--- config.mk ---
export PLATFORM = sky130hd
export DESIGN_NAME = burst_clkgen
export DESIGN_NICKNAME = d
export VERILOG_FILES = /design/src/rtl/bcg_pkg.sv /design/src/rtl/bcg_ref_sync.sv /design/src/rtl/bcg_period_meter.sv /design/src/rtl/bcg_stage_enc.sv /design/src/rtl/bcg_burst_engine.sv /design/src/rtl/burst_clkgen.sv
export SDC_FILE = /design/constraint.sdc
export NUM_CORES = 1
export LEC_CHECK = 0
export BUFFER_PORTS_ARGS = -buffer_cell sky130_fd_sc_hd__buf_2
export CAP_MARGIN = 20
export CORE_MARGIN = 2
export CORE_UTILIZATION = 45
export DETAILED_ROUTE_END_ITERATION = 16
export PLACE_DENSITY = 0.68
export SETUP_SLACK_MARGIN = 0.5
export SLEW_MARGIN = 20
export SYNTH_ARGS = -nofsm -noshare
export SYNTH_HDL_FRONTEND = slang
export SYNTH_SLANG_ARGS = --single-unit
--- constraint.sdc ---
create_clock -name clk_fast -period 177.2 [get_ports clk_fast]
set_input_delay 26.58 -clock clk_fast [delete_from_list [all_inputs] [get_ports clk_fast]]
set_output_delay 26.58 -clock clk_fast [all_outputs]
set_load 0.1 [all_outputs]
--- src/rtl/bcg_pkg.sv ---
package bcg_pkg;
  // Period, in fast ticks, of stage k.
  function automatic logic [31:0] stage_period(input logic [31:0] k,
                                               input logic [31:0] s0,
                                               input logic [31:0] step);
    return s0 + k * step;
  endfunction

  // Nearest stage for a target period; ties go to the slower stage.
  function automatic logic [31:0] nearest_stage(input logic [31:0] t,
                                                input logic [31:0] s0,
                                                input logic [31:0] step,
                                                input logic [31:0] nstage);
    logic [31:0] k;
    if (t <= s0) k = 32'd0;
    else begin
      k = (t - s0 + (step >> 1)) / step;
      if (k > nstage - 32'd1) k = nstage - 32'd1;
    end
    return k;
  endfunction
endpackage

--- src/rtl/bcg_ref_sync.sv ---
module bcg_ref_sync (
  input  logic clk,
  input  logic rst_n,
  input  logic ref_in,
  output logic rise
);
  logic s1_q, s2_q, d_q;

  always_ff @(posedge clk) begin
    if (!rst_n) begin
      s1_q <= 1'b0;
      s2_q <= 1'b0;
      d_q  <= 1'b0;
    end else begin
      s1_q <= ref_in;
      s2_q <= s1_q;
      d_q  <= s2_q;
    end
  end

  assign rise = s2_q & ~d_q;
endmodule

--- src/rtl/bcg_period_meter.sv ---
module bcg_period_meter #(
  parameter int unsigned CNT_W = 16
) (
  input  logic             clk,
  input  logic             rst_n,
  input  logic             rise,
  output logic [CNT_W-1:0] meas,
  output logic             primed
);
  localparam logic [CNT_W-1:0] ONE = {{(CNT_W-1){1'b0}}, 1'b1};

  logic [CNT_W-1:0] cnt_q;
  logic             primed_q;

  // Ticks since the last edge, counting the current cycle; saturates.
  assign meas   = (&cnt_q) ? cnt_q : cnt_q + ONE;
  assign primed = primed_q;

  always_ff @(posedge clk) begin
    if (!rst_n) begin
      cnt_q    <= '0;
      primed_q <= 1'b0;
    end else if (rise) begin
      cnt_q    <= '0;
      primed_q <= 1'b1;
    end else if (!(&cnt_q)) begin
      cnt_q <= cnt_q + ONE;
    end
  end
endmodule

--- src/rtl/bcg_stage_enc.sv ---
module bcg_stage_enc #(
  parameter int unsigned CNT_W  = 16,
  parameter int unsigned NF_W   = 8,
  parameter int unsigned NSTAGE = 64,
  parameter int unsigned S0     = 4,
  parameter int unsigned STEP   = 2,
  parameter int unsigned SW     = 6,
  parameter int unsigned PER_W  = 8
) (
  input  logic [CNT_W-1:0] meas,
  input  logic [NF_W-1:0]  nf,
  output logic [SW-1:0]    stage,
  output logic [PER_W-1:0] per_ticks
);
  import bcg_pkg::*;

  logic [31:0] tgt, k, p;

  always_comb begin
    tgt = (nf == '0) ? 32'd0 : 32'(meas) / 32'(nf);
    k   = nearest_stage(tgt, 32'(S0), 32'(STEP), 32'(NSTAGE));
    p   = stage_period(k, 32'(S0), 32'(STEP));
  end

  assign stage     = SW'(k);
  assign per_ticks = PER_W'(p);
endmodule

--- src/rtl/bcg_burst_engine.sv ---
module bcg_burst_engine #(
  parameter int unsigned PER_W = 8,
  parameter int unsigned LEN_W = 4,
  parameter int unsigned SW    = 6
) (
  input  logic             clk,
  input  logic             rst_n,
  input  logic             rise,
  input  logic             launch,
  input  logic [SW-1:0]    stage_in,
  input  logic [PER_W-1:0] per_in,
  input  logic [LEN_W-1:0] len_in,
  output logic [SW-1:0]    stage_code,
  output logic             busy,
  output logic             burst_clk,
  output logic             overrun
);
  localparam logic [PER_W-1:0] P_ONE = {{(PER_W-1){1'b0}}, 1'b1};
  localparam logic [LEN_W-1:0] L_ONE = {{(LEN_W-1){1'b0}}, 1'b1};

  logic [PER_W-1:0] per_q, phase_q;
  logic [LEN_W-1:0] len_q, pcnt_q;
  logic [SW-1:0]    stage_q;
  logic             busy_q, ovr_q;

  always_ff @(posedge clk) begin
    if (!rst_n) begin
      per_q   <= '0;
      phase_q <= '0;
      len_q   <= '0;
      pcnt_q  <= '0;
      stage_q <= '0;
      busy_q  <= 1'b0;
      ovr_q   <= 1'b0;
    end else if (rise) begin
      if (busy_q) ovr_q <= 1'b1;
      if (launch) begin
        busy_q  <= 1'b1;
        per_q   <= per_in;
        len_q   <= len_in;
        stage_q <= stage_in;
        phase_q <= '0;
        pcnt_q  <= '0;
      end else begin
        busy_q <= 1'b0;
      end
    end else if (busy_q) begin
      if (phase_q == per_q - P_ONE) begin
        phase_q <= '0;
        if (pcnt_q == len_q - L_ONE) busy_q <= 1'b0;
        else                         pcnt_q <= pcnt_q + L_ONE;
      end else begin
        phase_q <= phase_q + P_ONE;
      end
    end
  end

  assign stage_code = stage_q;
  assign busy       = busy_q;
  assign overrun    = ovr_q;
  assign burst_clk  = busy_q && (phase_q < (per_q >> 1));
endmodule

--- src/rtl/burst_clkgen.sv ---
module burst_clkgen #(
  parameter int unsigned CNT_W  = 16,
  parameter int unsigned NF_W   = 8,
  parameter int unsigned LEN_W  = 4,
  parameter int unsigned NSTAGE = 64,
  parameter int unsigned S0     = 4,
  parameter int unsigned STEP   = 2
) (
  input  logic                       clk_fast,
  input  logic                       rst_n,
  input  logic                       ref_clk,
  input  logic [NF_W-1:0]            mult_nf,
  input  logic [LEN_W-1:0]           burst_len,
  output logic [$clog2(NSTAGE)-1:0]  stage_code,
  output logic                       burst_clk,
  output logic                       busy,
  output logic                       overrun
);
  localparam int unsigned SW    = $clog2(NSTAGE);
  localparam int unsigned PER_W = $clog2(S0 + (NSTAGE - 1) * STEP + 1);

  logic             rise_w, primed_w, launch_w;
  logic [CNT_W-1:0] meas_w;
  logic [SW-1:0]    stage_w;
  logic [PER_W-1:0] per_w;

  bcg_ref_sync u_sync (
    .clk(clk_fast), .rst_n(rst_n), .ref_in(ref_clk), .rise(rise_w)
  );

  bcg_period_meter #(.CNT_W(CNT_W)) u_meter (
    .clk(clk_fast), .rst_n(rst_n), .rise(rise_w),
    .meas(meas_w), .primed(primed_w)
  );

  bcg_stage_enc #(
    .CNT_W(CNT_W), .NF_W(NF_W), .NSTAGE(NSTAGE), .S0(S0), .STEP(STEP),
    .SW(SW), .PER_W(PER_W)
  ) u_enc (
    .meas(meas_w), .nf(mult_nf), .stage(stage_w), .per_ticks(per_w)
  );

  assign launch_w = rise_w && primed_w && (mult_nf != '0) && (burst_len != '0);

  bcg_burst_engine #(.PER_W(PER_W), .LEN_W(LEN_W), .SW(SW)) u_eng (
    .clk(clk_fast), .rst_n(rst_n), .rise(rise_w), .launch(launch_w),
    .stage_in(stage_w), .per_in(per_w), .len_in(burst_len),
    .stage_code(stage_code), .busy(busy), .burst_clk(burst_clk),
    .overrun(overrun)
  );
endmodule

== Yosys cells after proc, flatten, opt, wreduce, memory -nomap -nowiden ==
Cells that the tools add are included.
Widths: inputs -> output; s select.

* Add/sub/neg operators: 8
* Reduce and logical (&&, ||, !) cells: 15
* Magnitude comparators: 3
* Divide/modulo/power cells: 1
* Equal/unequal tests: 4
* Bitwise logic cells: 3
* Mux-type cells: 18

{| class="wikitable"
|+ Operators with widths
! kind !! count
|-
| $add 32x1->32 const B || 1
|-
| $div 16x8->32 || 1
|-
| $le 32x3->1 const B || 1
|-
| $mux 32 || 1
|-
| $mux 8 || 4
|-
| $sub 32x3->32 const B || 1
|-
| $gt 31x6->1 const B || 1
|-
| $mux 4 || 5
|-
| $add 16x1->16 const B || 1
|-
| $mux 16 || 1
|-
| $reduce_and 16->1 || 1
|-
| $mux 7 || 2
|-
| $add 3x8->8 const A || 1
|-
| $add 8x1->8 const B || 1
|-
| $eq 8x8->1 || 1
|-
| $logic_not 8->1 || 1
|-
| $lt 8x7->1 || 1
|-
| $reduce_bool 8->1 || 1
|-
| $sub 8x1->8 const B || 1
|-
| $reduce_and 2->1 || 3
|-
| $mux 1 || 5
|-
| $add 4x1->4 const B || 1
|-
| $eq 4x4->1 || 1
|-
| $logic_and 1x1->1 || 4
|-
| 9 further kinds || 11
|}

* Bits in registers: 52
* Output and inout port bits: 9
* Word-level logic and storage cells: 64

== Depth between registers and ports, before layout ==
Gate-level depths: netlist of run 1.

* Depth after elaboration: 10
* Depth in mapped cells: 448

== By module ==
Synthesis of run 1 repeated with hierarchy kept, for this count alone.

* Cell total of the unflattened synthesis: 3,190
* Area total of the unflattened synthesis: 22,121.2 sq um

{| class="wikitable"
|+ By module, submodules not included
! module !! sequential area each (sq um) !! area each (sq um) !! instances !! cells an instance
|-
| bcg_stage_enc || 0.0 || 19,268.5 || 1 || 2,857
|-
| bcg_burst_engine || 640.6 || 1,808.0 || 1 || 221
|-
| bcg_period_meter || 340.3 || 922.1 || 1 || 100
|-
| bcg_ref_sync || 60.1 || 92.6 || 1 || 7
|-
| burst_clkgen || 0.0 || 30.0 || 1 || 5
|}

== Least setup slack after synthesis of run 1 ==
Ideal clock, no wire load.

* Path type: input port to flip-flop
* Start: in mult_nf[7]
* End: reg u_eng.per_q[6]
* Arrival time: 109.448 ns
* Slack: 67.620 ns
* Buffers on the path: 41
* Setup time: 0.132 ns
* Cell stages on the path: 432
* Required time: 177.068 ns
* Cell sequence: or4_1 > clkbuf_1 > nor2_1 > nand2_1 > clkbuf_1 > clkbuf_1 > a21oi_1 > ha_1 > o21a_1 > nor2_1 > nor2_1 > nand2_1 > nand2_1 > o31ai_1 > ha_1 > nand2b_1 > o311ai_1 > nor3_1 > [... 396 more ...] > nand2_1 > inv_1 > ha_1 > nor3_1 > nor2b_1 > o22ai_1 > o21ai_0 > o211ai_1 > a21oi_1 > nand3_1 > nor2_1 > and3_1 > nor2_1 > ha_1 > nand2_1 > mux2i_1 > a2bb2oi_1 > o22ai_1

* Cells in the longest elaborated chain, start to end: 8
* Elaborated cells on any way between the ends: 14

{| class="wikitable"
|+ RTL lines
! what !! RTL line !! text
|-
| start: declaration || burst_clkgen.sv:12 || <nowiki>input logic [NF_W-1:0] mult_nf,</nowiki>
|-
| $div 16x8->32 or $logic_not 8->1 (tied branches) || bcg_stage_enc.sv:20 || <nowiki>tgt = (nf == '0) ? 32'd0 : 32'(meas) / 32'(nf);</nowiki>
|-
| $mux 32 * || bcg_stage_enc.sv:20 ||
|-
| $sub 32x3->32 || bcg_pkg.sv:17 || <nowiki>k = (t - s0 + (step >> 1)) / step;</nowiki>
|-
| $add 32x1->32 || bcg_pkg.sv:17 ||
|-
| $gt 31x6->1 || bcg_pkg.sv:18 || <nowiki>if (k > nstage - 32'd1) k = nstage - 32'd1;</nowiki>
|-
| $mux 7 || bcg_pkg.sv:18 ||
|-
| $mux 7 * || bcg_pkg.sv:15 || <nowiki>if (t <= s0) k = 32'd0;</nowiki>
|-
| net stage_w[2] || burst_clkgen.sv:24 || <nowiki>logic [SW-1:0] stage_w;</nowiki>
|-
| $add 3x8->8 * || bcg_pkg.sv:6 || <nowiki>return s0 + k * step;</nowiki>
|-
| end signal: assignment || bcg_burst_engine.sv:39 || <nowiki>per_q <= per_in;</nowiki>
|-
| end: declaration || bcg_burst_engine.sv:21 || <nowiki>logic [PER_W-1:0] per_q, phase_q;</nowiki>
|}

Mark *: on every way through the listed nets, which the timed path passes. The rest lies on a longest branch.
A chain may end at the register's enable or synchronous reset.

== Final worst setup path of run 1 ==
Same ends and word-level chain as after synthesis.

==> results.md, run 1 <==
Outcome:
- The flow ran to the end, and the final reports show no timing, DRC or antenna violations.

Timing:
- The fmax is roughly 8.4 MHz.
- The final hold violation count is 0.
- For the final database, setup skew stands at between 0.01 and 0.015 ns.
- The setup violation total in the final timing report is 0.
- The summed negative setup slack over all endpoints is 0 ns.
- Setup repair after global routing left no endpoint under its margin.
- The final critical delay including setup and external delays is 119.42 ns.
- At the pin with the least slew margin, the transition time is roughly 1.1 ns.
- The share of the clock period used by the worst path after layout is about two thirds.
- Measured against its own limit, the worst slew margin works out to 28.4%.
- The final max-slew violation count was 0.

Synthesis:
- The mean post-synth cell area is 6.92 µm².
- The sequential fraction of the synthesis area is 4.51%.
- Ranked by total cell area, the synthesized netlist is headed by sky130_fd_sc_hd__ha_1 (14%), sky130_fd_sc_hd__nor2_1 (5.7%), sky130_fd_sc_hd__nand2_1 (5.5%).
- The predominant post-synthesis flop cell is sky130_fd_sc_hd__dfxtp_1.
- The post-synthesis instance area is 22200 µm².
- The most common cell in the synthesized netlist is sky130_fd_sc_hd__nor2_1.
- The number of different library cells in the post-synthesis netlist is 141.
- The commonest cells after synthesis are sky130_fd_sc_hd__nor2_1 (335), sky130_fd_sc_hd__nand2_1 (324), sky130_fd_sc_hd__ha_1 (244), sky130_fd_sc_hd__nor3_1 (206), sky130_fd_sc_hd__a21oi_1 (186).
- The share of async-settable or async-resettable flops after synthesis is 0%.
- The share of Yosys cell area claimed by the top area cell type is 13.8%.
- Counting flops with a built-in enable in the synthesized netlist gives 0.
- The top cell type by total area after synthesis is sky130_fd_sc_hd__ha_1.
- Yosys printed 0 warnings.
- Counting every instance in the synthesized netlist gives 3205.
- The number of synthesized register bits is 50.

Setup path:
- The endpoint type of the worst setup path is a flop.
- The number of buffers and inverters on the critical path is 16.
- The cell family contributing the most delay on the critical path is compound AO/OA/AOI/OAI gates.
- The maximum single-stage delay on the critical path is 0.84 ns.
- The dominant cell type by count on the critical path is sky130_fd_sc_hd__o21a_1.
- Among all stages on the critical path, the largest delay is contributed by sky130_fd_sc_hd__nor2_1.
- The data arrival time of the critical path is 119.60 ns.
- The top fanout value on the critical path is 22.
- The type of the worst setup path is in2reg.
- The required time of the critical path is 177.38 ns.
- The element type at the critical path start is an input port.

Run:
- The max-capacitance violation count is 0.

Routing:
- The average routed wire per standard cell is 16.6 µm.
- After detailed routing, the number of vias per cell comes to 6.25.
- The first-pass iteration count of the detailed router is 6.
- The detailed router finished its first iteration with 1710 violations.
- In this run the remaining antenna-violating nets after routing total 0.
- The post-route DRC violation count is 0.
- The final routed wirelength across all metal layers is 63700 µm.
- The routed layout has ~24000 vias.

GRT:
- The first global-routing pass estimated 106000 µm of wire.
- The initial antenna violation count came to 0.
- The sum of overflow across all layers after global routing is 0.
- The maximum number of pins on one net before global-route repair is 33.
- In the global route stage, overall resource usage came out at 24.3%.
- The via count of the first global-routing pass is 21900.

Clocking:
- The TritonCTS clock tree is done.
- The number of buffers inserted by hold repair at cts is 0.
- The clock insertion delay at the later pin of the skew report is about 0.3 ns.
- Buffers inserted during clock tree synthesis total 5.
- CTS saw 50 sinks.
- Once the clock tree was built, the setup fixing pass inserted 0 buffers.
- After clock tree synthesis, the repair step resized 0 gates.
- The clock transition at the registers of the reported paths is 0.07 ns.
- The H-tree was split into 2 levels.
- No sink is reached through more buffers than the 2 on the longest clock path.
- The cell at the root of the clock tree is sky130_fd_sc_hd__clkbuf_16.

Placement:
- During placement, the flow inserted port buffers numbering 23.
- At the end of routability-driven placement, the weighted congestion stood at slightly above 0.9.
- Once placement finished, the instance area stood at between 20000 and 25000 µm².
- Detailed placement finished with a half-perimeter wire length of 51400 µm.

Floorplan:
- The horizontal extent of the die is 226 µm.
- The full die area is 51100 µm².
- The placement row count is 81.
- For this configuration, the core starts out at a cell density of 45.5%.
- Measured along the y axis, the die boundary spans 226 µm.
- In this run the standard cell core region covers 48700 µm².
- The number of top-level design ports is 24.

Finish:
- After the last flow step, the layout net total stands at approximately 3400.
- The area growth from synthesis to layout is 4.34%.
- The final cell area excluding filler cells is 23100 µm².
- Of the cells placed in the final design, the portion with a size suffix greater than 1 is 8.41%.
- The total inserted antenna cells is 0.

Worst hold path:
- The class of the worst hold path is reg2reg.
-- cell families (layout without fill, tap and decap cells) --
group | count (synthesis) | in the layout | synth area share, %
multiplexers | 97 | 97 | 4.73
AO/OA/AOI/OAI | 1041 | 1041 | 33.9
other | 1 | 16 | 0.0169
AND/OR/NAND/NOR | 1441 | 1441 | 33.4
adder cells (fa/ha/maj) | 246 | 246 | 13.9
flip-flops | 50 | 50 | 4.51
XOR/XNOR | 164 | 164 | 6.54
buffers and inverters | 165 | 131 | 3.03
-- cell usage in the layout (no fill, tap or decap), drive strengths merged, types with 31 or more instances in the layout --
master | synthesis | layout
mux2 | 57 | 57
a211oi | 40 | 40
nand3 | 112 | 112
inv | 75 | 75
a31oi | 45 | 45
or2 | 49 | 49
nand2b | 31 | 31
o21ai | 145 | 145
xor2 | 68 | 68
nor3 | 218 | 218
nand4 | 59 | 59
and3 | 41 | 41
nor2 | 337 | 337
or3 | 47 | 47
and2 | 46 | 46
a21o | 72 | 72
o31ai | 92 | 92
o21a | 152 | 152
a21oi | 191 | 191
xnor2 | 96 | 96
mux2i | 40 | 40
buf | 27 | 47
ha | 244 | 244
o211ai | 52 | 52
dfxtp | 50 | 50
nor2b | 41 | 41
nand2 | 330 | 330
nor4 | 46 | 46
-- cell type report --
class / count / area (µm²)
fill: 5052 / 25600
multi-input combinational: 3005 / 20600
sequential: 50 / 1000
tap: 664 / 831
timing repair buffer: 47 / 295
inverter: 76 / 285
clock buffer: 6 / 139
clock inverter: 2 / 12.5
-- per-stage QoR --
stage                     cells  setup slack (ns)  util [%]  hold WS (ns)
after floorplan            3220             67.62         -         0.412
after global placement     3842             59.77      47.2         0.416
after detailed placement   3842             58.82      47.2         0.422
after CTS                  3850             58.84      47.5         0.437
after global routing       3850             49.83      47.5         0.467
final                      3850             57.78      47.5         0.433
-- sequential cells by signal (all words and copies together), names as in the netlist --
register,flops
u_eng.busy,1
u_eng.stage_code,6
u_meter.cnt_q,16
u_sync.d_q,1
u_eng.per_q,6
u_eng.len_q,4
u_sync.s2_q,1
u_eng.overrun,1
u_eng.pcnt_q,4
u_meter.primed,1
u_sync.s1_q,1
u_eng.phase_q,8
-- path summary, 6_finish.rpt --
kind                          to  slack (ns)  depth (start not counted)         startpoint
hold reg to reg      u_sync.s2_q        0.43                          1        u_sync.s1_q
setup / recovery  u_eng.per_q[6]       57.78                        394         mult_nf[7]
hold / removal       u_sync.s2_q        0.43                          1        u_sync.s1_q
setup reg to reg  u_eng.per_q[6]       84.45                        385  u_meter.cnt_q[13]
-- layer usage --
metal / part of all wire [%] / GRT usage [%] / vias to the layer above
li1: - / - / 12300
met1: 49 / 33.7 / 11100
met2: 45 / 41.1 / 625
met3: 4.5 / 2.09 / 83
met4: 1.5 / 4.39 / 0
met5: 0 / 0 / -
Power of run 1 is left out: the tool's default activity adds up to more than one toggle a clock period on the data nets, which glitch-free logic cannot reach.
==> run 2: changes to the inputs <==
--- a/config.mk
+++ b/config.mk
@@ -5,6 +5,7 @@
 export SDC_FILE = /design/constraint.sdc
 export NUM_CORES = 1
 export LEC_CHECK = 0
+export ABC_AREA = 1
 export BUFFER_PORTS_ARGS = -buffer_cell sky130_fd_sc_hd__buf_2
 export CAP_MARGIN = 20
 export CORE_MARGIN = 2
==> constraint.sdc (replaced) <==
create_clock -name clk_fast -period 115.4 [get_ports clk_fast]
set_input_delay 17.31 -clock clk_fast [delete_from_list [all_inputs] [get_ports clk_fast]]
set_output_delay 17.31 -clock clk_fast [all_outputs]
set_load 0.1 [all_outputs]
==> run 2 against run 1 <==
Count of clock-buffer cells in the layout fell by 1. Core utilization fell by 1.1 points. Via count rose by 28%. Global-route usage fell by 0.089 points. Clock skew fell by 0.0013 ns. Routed wire length rose by 31%. Cell count rose by 51%. Area after synthesis rose by 34%. Worst setup slack got worse by 36 ns. Synthesized cell count rose by 55%.
==> results.md, run 2 <==
Outcome:
- The flow ran to the end, and the final reports show no timing, DRC or antenna violations.

Floorplan:
- The placement row count is 94.
- The full die area is a little under 70000 µm².
- From bottom edge to top edge, the die measures 261 µm.
- The number of top-level design ports is 24.
- The initial core utilization is 45.3%.
- The core area is 65600 µm².
- The horizontal extent of the die is between 200 and 300 µm.

GRT:
- Global routing finished with a remaining overflow of 0.
- After global routing, the most crowded layer is met2.
- The global-route wire length before repair is between 100000 and 150000 µm.
- Global routing used 24.2% of the available tracks.
- Entering global routing, the biggest net connects 45 pins.
- The initial antenna violation count came to 1.
- The global-route track usage on met3 is 1.50%.
- The global-route met1 utilization is 33.0%.
- The via count of the first global-routing pass is around 28000.
- The met2 global-route usage is 41.8%.

Routing:
- The first-pass iteration count of the detailed router is 5.
- The final routed wirelength across all metal layers is 83500 µm.
- The post-route DRC violation count is 0.
- The total via count after detailed routing is 30800.
- In this run the remaining antenna-violating nets after routing total 0.
- Using the TritonRoute via totals, the vias-per-cell ratio works out to 5.30.
- The first routing iteration left 2169 violations.
- In the final routed layout, each cell accounts on average for 14.4 µm.

Synthesis:
- After synthesis, the mean cell area works out to 6.00 µm².
- For this run, the leading register cell type out of synthesis is sky130_fd_sc_hd__dfxtp_1.
- The share of Yosys cell area claimed by the top area cell type is ~15%.
- The most common cell in the synthesized netlist is sky130_fd_sc_hd__nand2_1.
- Of the synthesized area, sequential elements account for 3.37%.
- The commonest cells after synthesis are sky130_fd_sc_hd__nand2_1 (1180), sky130_fd_sc_hd__inv_1 (686), sky130_fd_sc_hd__nor2_1 (497), sky130_fd_sc_hd__nand3_1 (356), sky130_fd_sc_hd__ha_1 (244).
- By area the synthesized netlist is led by sky130_fd_sc_hd__nand2_1 (15%), sky130_fd_sc_hd__ha_1 (10%), sky130_fd_sc_hd__inv_1 (8.7%).
- After synthesis, the netlist uses between 80 and 90 different library cells.
- The synthesized design spends more area on one cell type than any other, namely sky130_fd_sc_hd__nand2_1.
- The total number of yosys warnings is 0.
- Counting flops with a built-in enable in the synthesized netlist gives 0.
- The mapped netlist covers 29700 µm².
- The cell count after synthesis came out at 4956.
- The share of async-settable or async-resettable flops after synthesis is 0%.
- The number of synthesized register bits is 50.

Setup path:
- The maximum single-stage delay on the critical path is 0.68 ns.
- Data arrives at the worst endpoint at ~94 ns.
- Setup slack on the worst reg-to-reg path comes out at 38.21 ns.
- Among the stages of the critical path, the cell type that occurs most often is sky130_fd_sc_hd__nand2_1.
- The critical path's slowest cell is sky130_fd_sc_hd__nand3_2.
- The required time of the critical path is 115.61 ns.
- The top fanout value on the critical path is 44.
- STA classifies the critical path endpoint as a flop.
- The type of the worst setup path is in2reg.
- The worst setup path is launched from an input port.

Placement:
- In this run the cell area measured after placement is 30300 µm².
- The placed cell count is 5801.
- Buffers placed on the I/O ports in this run total 23.
- Detailed placement finished with a half-perimeter wire length of 70000 µm.
- The congestion estimate from routability-driven global placement came to 0.965.

Clocking:
- The clock insertion delay at the later pin of the skew report is ~0.31 ns.
- In this run the number of H-tree levels came out at 2.
- The total clock buffers created by CTS is 5.
- Gates resized during post-CTS repair numbered 0.
- The number of clock sinks seen by CTS is 50.
- The cell at the root of the clock tree is sky130_fd_sc_hd__clkbuf_16.
- The number of buffers inserted by hold repair at cts is 0.
- In this run the deepest clock path goes through 2 buffers.
- The buffer count from post-CTS setup fixing is 0.
- The TritonCTS clock tree is done.
- After clock tree synthesis, the clock-pin slew on the worst setup and hold paths is 0.08 ns.

Finish:
- The flip-flop count of the largest register, all copies and words added is 16.
- In the final layout, the registers with the most flip-flops are u_meter.cnt_q x16, u_eng.phase_q x8.
- In the final design database the tool counted 5203 nets.
- The layout has 7130 filler cells.
- The repair_antennas step left the layout with diodes totalling 0.
- After routing the design area is 30500 µm².
- Leaving out filler cells and counting taps, the final layout contains 5809.
- The area added between synthesis and finish is 2.49%.
- The register with the most flip-flops is u_meter.cnt_q.
- The commonest non-fill, non-tap cell in the layout is sky130_fd_sc_hd__nand2_1.
- The library cells used most frequently in the layout, excluding fill and tap cells, are sky130_fd_sc_hd__nand2_1 (1180), sky130_fd_sc_hd__inv_1 (686), sky130_fd_sc_hd__nor2_1 (497).
- The ratio of cells with drive above 1 in the final layout is 16.5%.

Worst hold path:
- The class of the worst hold path is reg2reg.

Timing:
- The final max-slew violation count is 0.
- After layout, the worst path uses 81.5% of the clock period.
- The final clock skew is 0.0107 ns.
- Across all hold checks on the routed design, the worst slack comes to 0.422 ns.
- After layout, the minimum clock period comes to 94.10 ns.
- Summed over all failing endpoints, the final setup total negative slack is 0 ns.
- Derived from the worst setup path, the maximum achievable clock frequency is 10.6 MHz.
- Setup repair after global routing left no endpoint under its margin.
- The final hold violation count is 0.
- For the pin with the worst max-slew slack, the measured transition is 0.990 ns.
- The worst pin sits at a relative slew slack of between 30% and 40%.
- Setup violations remaining at the end of the flow were counted as 0.

Run:
- The tool flagged a number of max-cap violations equal to 0.
[run 2: changes by cell type in the layout (fill, tap and decap cells not counted), sizes merged, moves of 47 or more]
cell / change
nor2: +335
o21a: -142
clkinv: +47
nand4: +102
xor2: +83
nand2: +1098
inv: +669
mux2: -57
o31ai: -80
nand3: +423
o21ai: +156
nor3: -150
[run 2: worst paths after layout]
| check | start | to | cells past startpoint |
|---|---|---|---|
| hold reg to reg | u_sync.s1_q | u_sync.s2_q | 2 |
| hold / removal | u_sync.s1_q | u_sync.s2_q | 2 |
| setup / recovery | mult_nf[5] | u_eng.per_q[6] | 438 |
| setup reg to reg | u_meter.cnt_q[0] | u_eng.per_q[6] | 436 |
[run 2: metal layers]
metal	share of wire [%]	routed length [µm]	vias up
met4	2.2	1840	2
met5	0.014	12	-
li1	-	-	16100
met3	3.3	2780	131
met2	46	38400	576
met1	48	40500	14000
[run 2: worst max-delay path, delay by kind of cell]
kind                       cells  cell delay [ns]
buffers and inverters         65             7.59
adders and majority gates     33            10.13
and+or+nand+nor              199            31.49
AOI/OAI and AO/OA            141            27.70
[run 2: area by class of cell]
class | instances | area, µm² | share of cell area, %
Clock buffer | 5 | 125 | 0.411
Inverter | 797 | 3120 | 10.3
Sequential cell | 50 | 1000 | 3.29
Timing Repair Buffer | 31 | 175 | 0.575
Multi-Input combinational cell | 4059 | 24900 | 81.8
Tap cell | 864 | 1080 | 3.55
Clock inverter | 3 | 28.8 | 0.0945
[run 2: cells by family (layout without fill, tap and decap cells)]
family | Yosys count | after routing | synth area share, %
adders and majority gates | 244 | 244 | 10.3
DFF | 50 | 50 | 3.37
buffers and inverters | 862 | 836 | 13.0
other | 1 | 16 | 0.0126
and+or+nand+nor | 2939 | 2939 | 53.8
muxes | 1 | 1 | 0.0337
xor gates and xnor gates | 250 | 250 | 7.37
AOI/OAI and AO/OA | 609 | 609 | 12.2
[run 2: per-stage QoR]
step	utilization, %	setup WS [ns]
2_1_floorplan	-	31.77
3_3_place_gp	46.2	23.96
3_5_place_dp	46.2	21.54
4_1_cts	46.4	21.65
5_1_grt	46.4	12.51
6_report	46.4	21.30
Power of run 2 is left out for the same reason.
==> run 3: changes to the inputs <==
--- a/config.mk
+++ b/config.mk
@@ -11,7 +11,7 @@
 export CORE_MARGIN = 2
 export CORE_UTILIZATION = 45
 export DETAILED_ROUTE_END_ITERATION = 16
-export PLACE_DENSITY = 0.68
+export PLACE_DENSITY = 0.7
 export SETUP_SLACK_MARGIN = 0.5
 export SLEW_MARGIN = 20
 export SYNTH_ARGS = -nofsm -noshare
==> constraint.sdc (replaced) <==
create_clock -name clk_fast -period 78.4 [get_ports clk_fast]
set_input_delay 11.76 -clock clk_fast [delete_from_list [all_inputs] [get_ports clk_fast]]
set_output_delay 11.76 -clock clk_fast [all_outputs]
set_load 0.1 [all_outputs]
==> run 3 against run 2 <==
Critical path depth shrank 1. Critical endpoint unchanged. Non-clock buffer count grew 145. Core utilization grew 2.8 points. Global-route usage grew 0.84 points. Critical path type unchanged. First-iteration DRC count grew 13%. Register-to-register slack lost 22 ns. Die area is the same. Cell count grew 2.8%. Count of clock-buffer cells in the layout is the same. Via count grew 3.9%.
==> results.md, run 3 (synthesis gave the netlist of run 2 again) <==
Outcome:
- The flow ran to the end, and the final reports show no timing, DRC or antenna violations.

Finish:
- Cells fill 49.2% of the core in the end.
- The library cell used most frequently in the layout, excluding fill and tap cells, is sky130_fd_sc_hd__nand2_1.
- The largest registers in the layout are u_meter.cnt_q x16, u_eng.phase_q x8.
- The flip-flop count of the largest register, all copies and words added is 16.
- The final net count is 5364.
- The area added between synthesis and finish is 8.58%.
- Ranked by flip-flop count, first place goes to u_meter.cnt_q.
- Cells with a size suffix above 1 make up 21.1% of the layout.
- The total inserted antenna cells is 0.
- In the layout the commonest cells are sky130_fd_sc_hd__nand2_1 (1174), sky130_fd_sc_hd__inv_1 (678), sky130_fd_sc_hd__nor2_1 (481).

Floorplan:
- The number of top-level design ports is 24.
- The full die area is 68100 µm².
- The initial core utilization is between 40% and 50%.
- In this run the core area contains 94 standard-cell rows.
- The overall die height is about 260 µm.
- The die is 261 µm wide.
- The total area inside the core boundary comes to ~66000 µm².

Setup path:
- By startpoint and endpoint, the worst setup path is classified as in2reg.
- The number of cells on the worst reg-to-reg path is 436.
- The endpoint type of the worst setup path is a flop.
- The worst setup path is launched from an input port.
- STA puts the critical path data required time at 78.60 ns.
- The maximum single-stage delay on the critical path is about 0.45 ns.
- In this run the worst path has a maximum fanout of 20.
- The data arrival time of the critical path is 73.26 ns.
- The critical path's slowest cell is sky130_fd_sc_hd__or3_2.
- By instance count, the cell type seen most on the critical path is sky130_fd_sc_hd__nand2_1.

Timing:
- Subtracting the final worst setup slack from the clock period gives 73.05 ns.
- The remaining max-slew budget at the tightest pin is a little over a third.
- The final hold violation count was 0.
- For this run, the top clock speed supported by timing is 13.7 MHz.
- The slew of the pin with the lowest slew margin is roughly 0.95 ns.
- The final clock skew is 0.0144 ns.
- The share of the clock period used by the worst path after layout is 93.2%.
- The final max-slew violation count is 0.
- Setup violations remaining at the end of the flow were counted as 0.

Worst hold path:
- The worst hold path was traced through 2 stages.
- The class of the worst hold path is reg2reg.

Placement:
- Routability-driven placement finished with a final weighted congestion of 0.974.
- The final HPWL from detailed placement is 71900 µm.
- The number of port buffers is 23.

Clocking:
- CTS saw 50 sinks.
- Buffers inserted to repair hold after CTS numbered 0.
- The longest clock path from root to sink contains 2 buffers.
- TritonCTS built the clock tree.
- The clock insertion delay at the later pin of the skew report is 0.32 ns.
- The cell at the root of the clock tree is sky130_fd_sc_hd__clkbuf_16.
- Buffers inserted during clock tree synthesis total 5.
- The depth of the CTS H-tree is 2.
- Clock-pin slew was measured on the worst setup and hold paths at 0.08 ns.

Routing:
- In the final routed layout, each cell accounts on average for 15.1 µm.
- The detailed router finished its first iteration with 2447 violations.
- The first TritonRoute pass finished after 6 iterations.
- The final routed wirelength across all metal layers is 89900 µm.
- The detail route stage leaves a number of antenna-violating nets equal to 0.
- In the routed layout, each cell is associated on average with a via count of 5.35.
- The total via count after detailed routing is 32000.
- The post-route DRC violation count is 0.

GRT:
- Entering global routing, the biggest net connects 35 pins.
- The via count of the first global-routing pass was 28900.
- The global-route wire length before repair is between 100000 and 150000 µm.
- Global routing consumed, over all layers together, roughly 25% of the routing resources.
- The sum of overflow across all layers after global routing is 0.
- The initial antenna violation count came to 1.

Run:
- Max-cap violations in this run came to 0.
[run 3: changes by cell type in the layout (fill, tap and decap cells not counted), moves of 8 or more]
cell and delta:
sky130_fd_sc_hd__o21ai_1 +19, sky130_fd_sc_hd__o21ai_2 +10, sky130_fd_sc_hd__buf_4 +142, sky130_fd_sc_hd__inv_1 -8, sky130_fd_sc_hd__a21oi_4 +8, sky130_fd_sc_hd__nor2_2 +8, sky130_fd_sc_hd__nor2_4 +15, sky130_fd_sc_hd__a21oi_2 +30
sky130_fd_sc_hd__nor2_1 -16, sky130_fd_sc_hd__o21ai_0 -31, sky130_fd_sc_hd__a21oi_1 -38
[run 3: metal layers]
metal | GRT usage [%] | routed length [µm] | up-vias
met1 | 33.9 | 41400 | 14500
met3 | 1.32 | 4400 | 162
met4 | 5.38 | 2240 | 2
met5 | 0 | 8 | -
li1 | - | - | 16400
met2 | 43.8 | 41900 | 913
[run 3: path summary, 6_finish.rpt]
| check | startpoint | end | slack, ns |
|---|---|---|---|
| setup reg to reg | u_meter.cnt_q[0] | u_eng.per_q[6] | 15.81 |
| hold reg to reg | u_sync.s1_q | u_sync.s2_q | 0.42 |
| setup / recovery | mult_nf[7] | u_eng.per_q[6] | 5.35 |
| hold / removal | u_sync.s1_q | u_sync.s2_q | 0.42 |
[run 3: repair_timing]
item                       in CTS  in global routing
resized for setup              14                149
cloned                          5                 12
pin swaps                       3                 72
buffers inserted                0                 81
setup endpoints to repair      12                 12
[run 3: cell type report]
type	count	area, µm²
fillers	6914	33400
repair buffers	176	1290
repair inverters	1	7.51
multi-input cells	4074	25600
well taps	864	1080
clock buffers	5	125
inverters	797	3140
flip-flops and latches	50	1000
clock inverters	3	26.3
[run 3: worst max-delay path: cells and delay by family]
kind	cells	cell delay, ns
buffers and inverters	65	5.73
adders and majority gates	33	10.01
and+or+nand+nor	209	24.79
AOI/OAI and AO/OA	129	20.49
muxes	1	0.26
[run 3: per-stage QoR]
step	hold WS, ns	instances	setup WS [ns]	area, µm²	TNS (ns)
after floorplan	0.390	4971	0.573	29800	0
after global placement	0.396	5863	0.339	30800	0
after detailed placement	0.396	5864	-1.52	30800	-13.87
after CTS	0.419	5877	0.586	31000	0
after global routing	0.451	5970	-0.238	32300	-0.395
final	0.420	5970	5.35	32300	0
Power of run 3 is left out for the same reason.
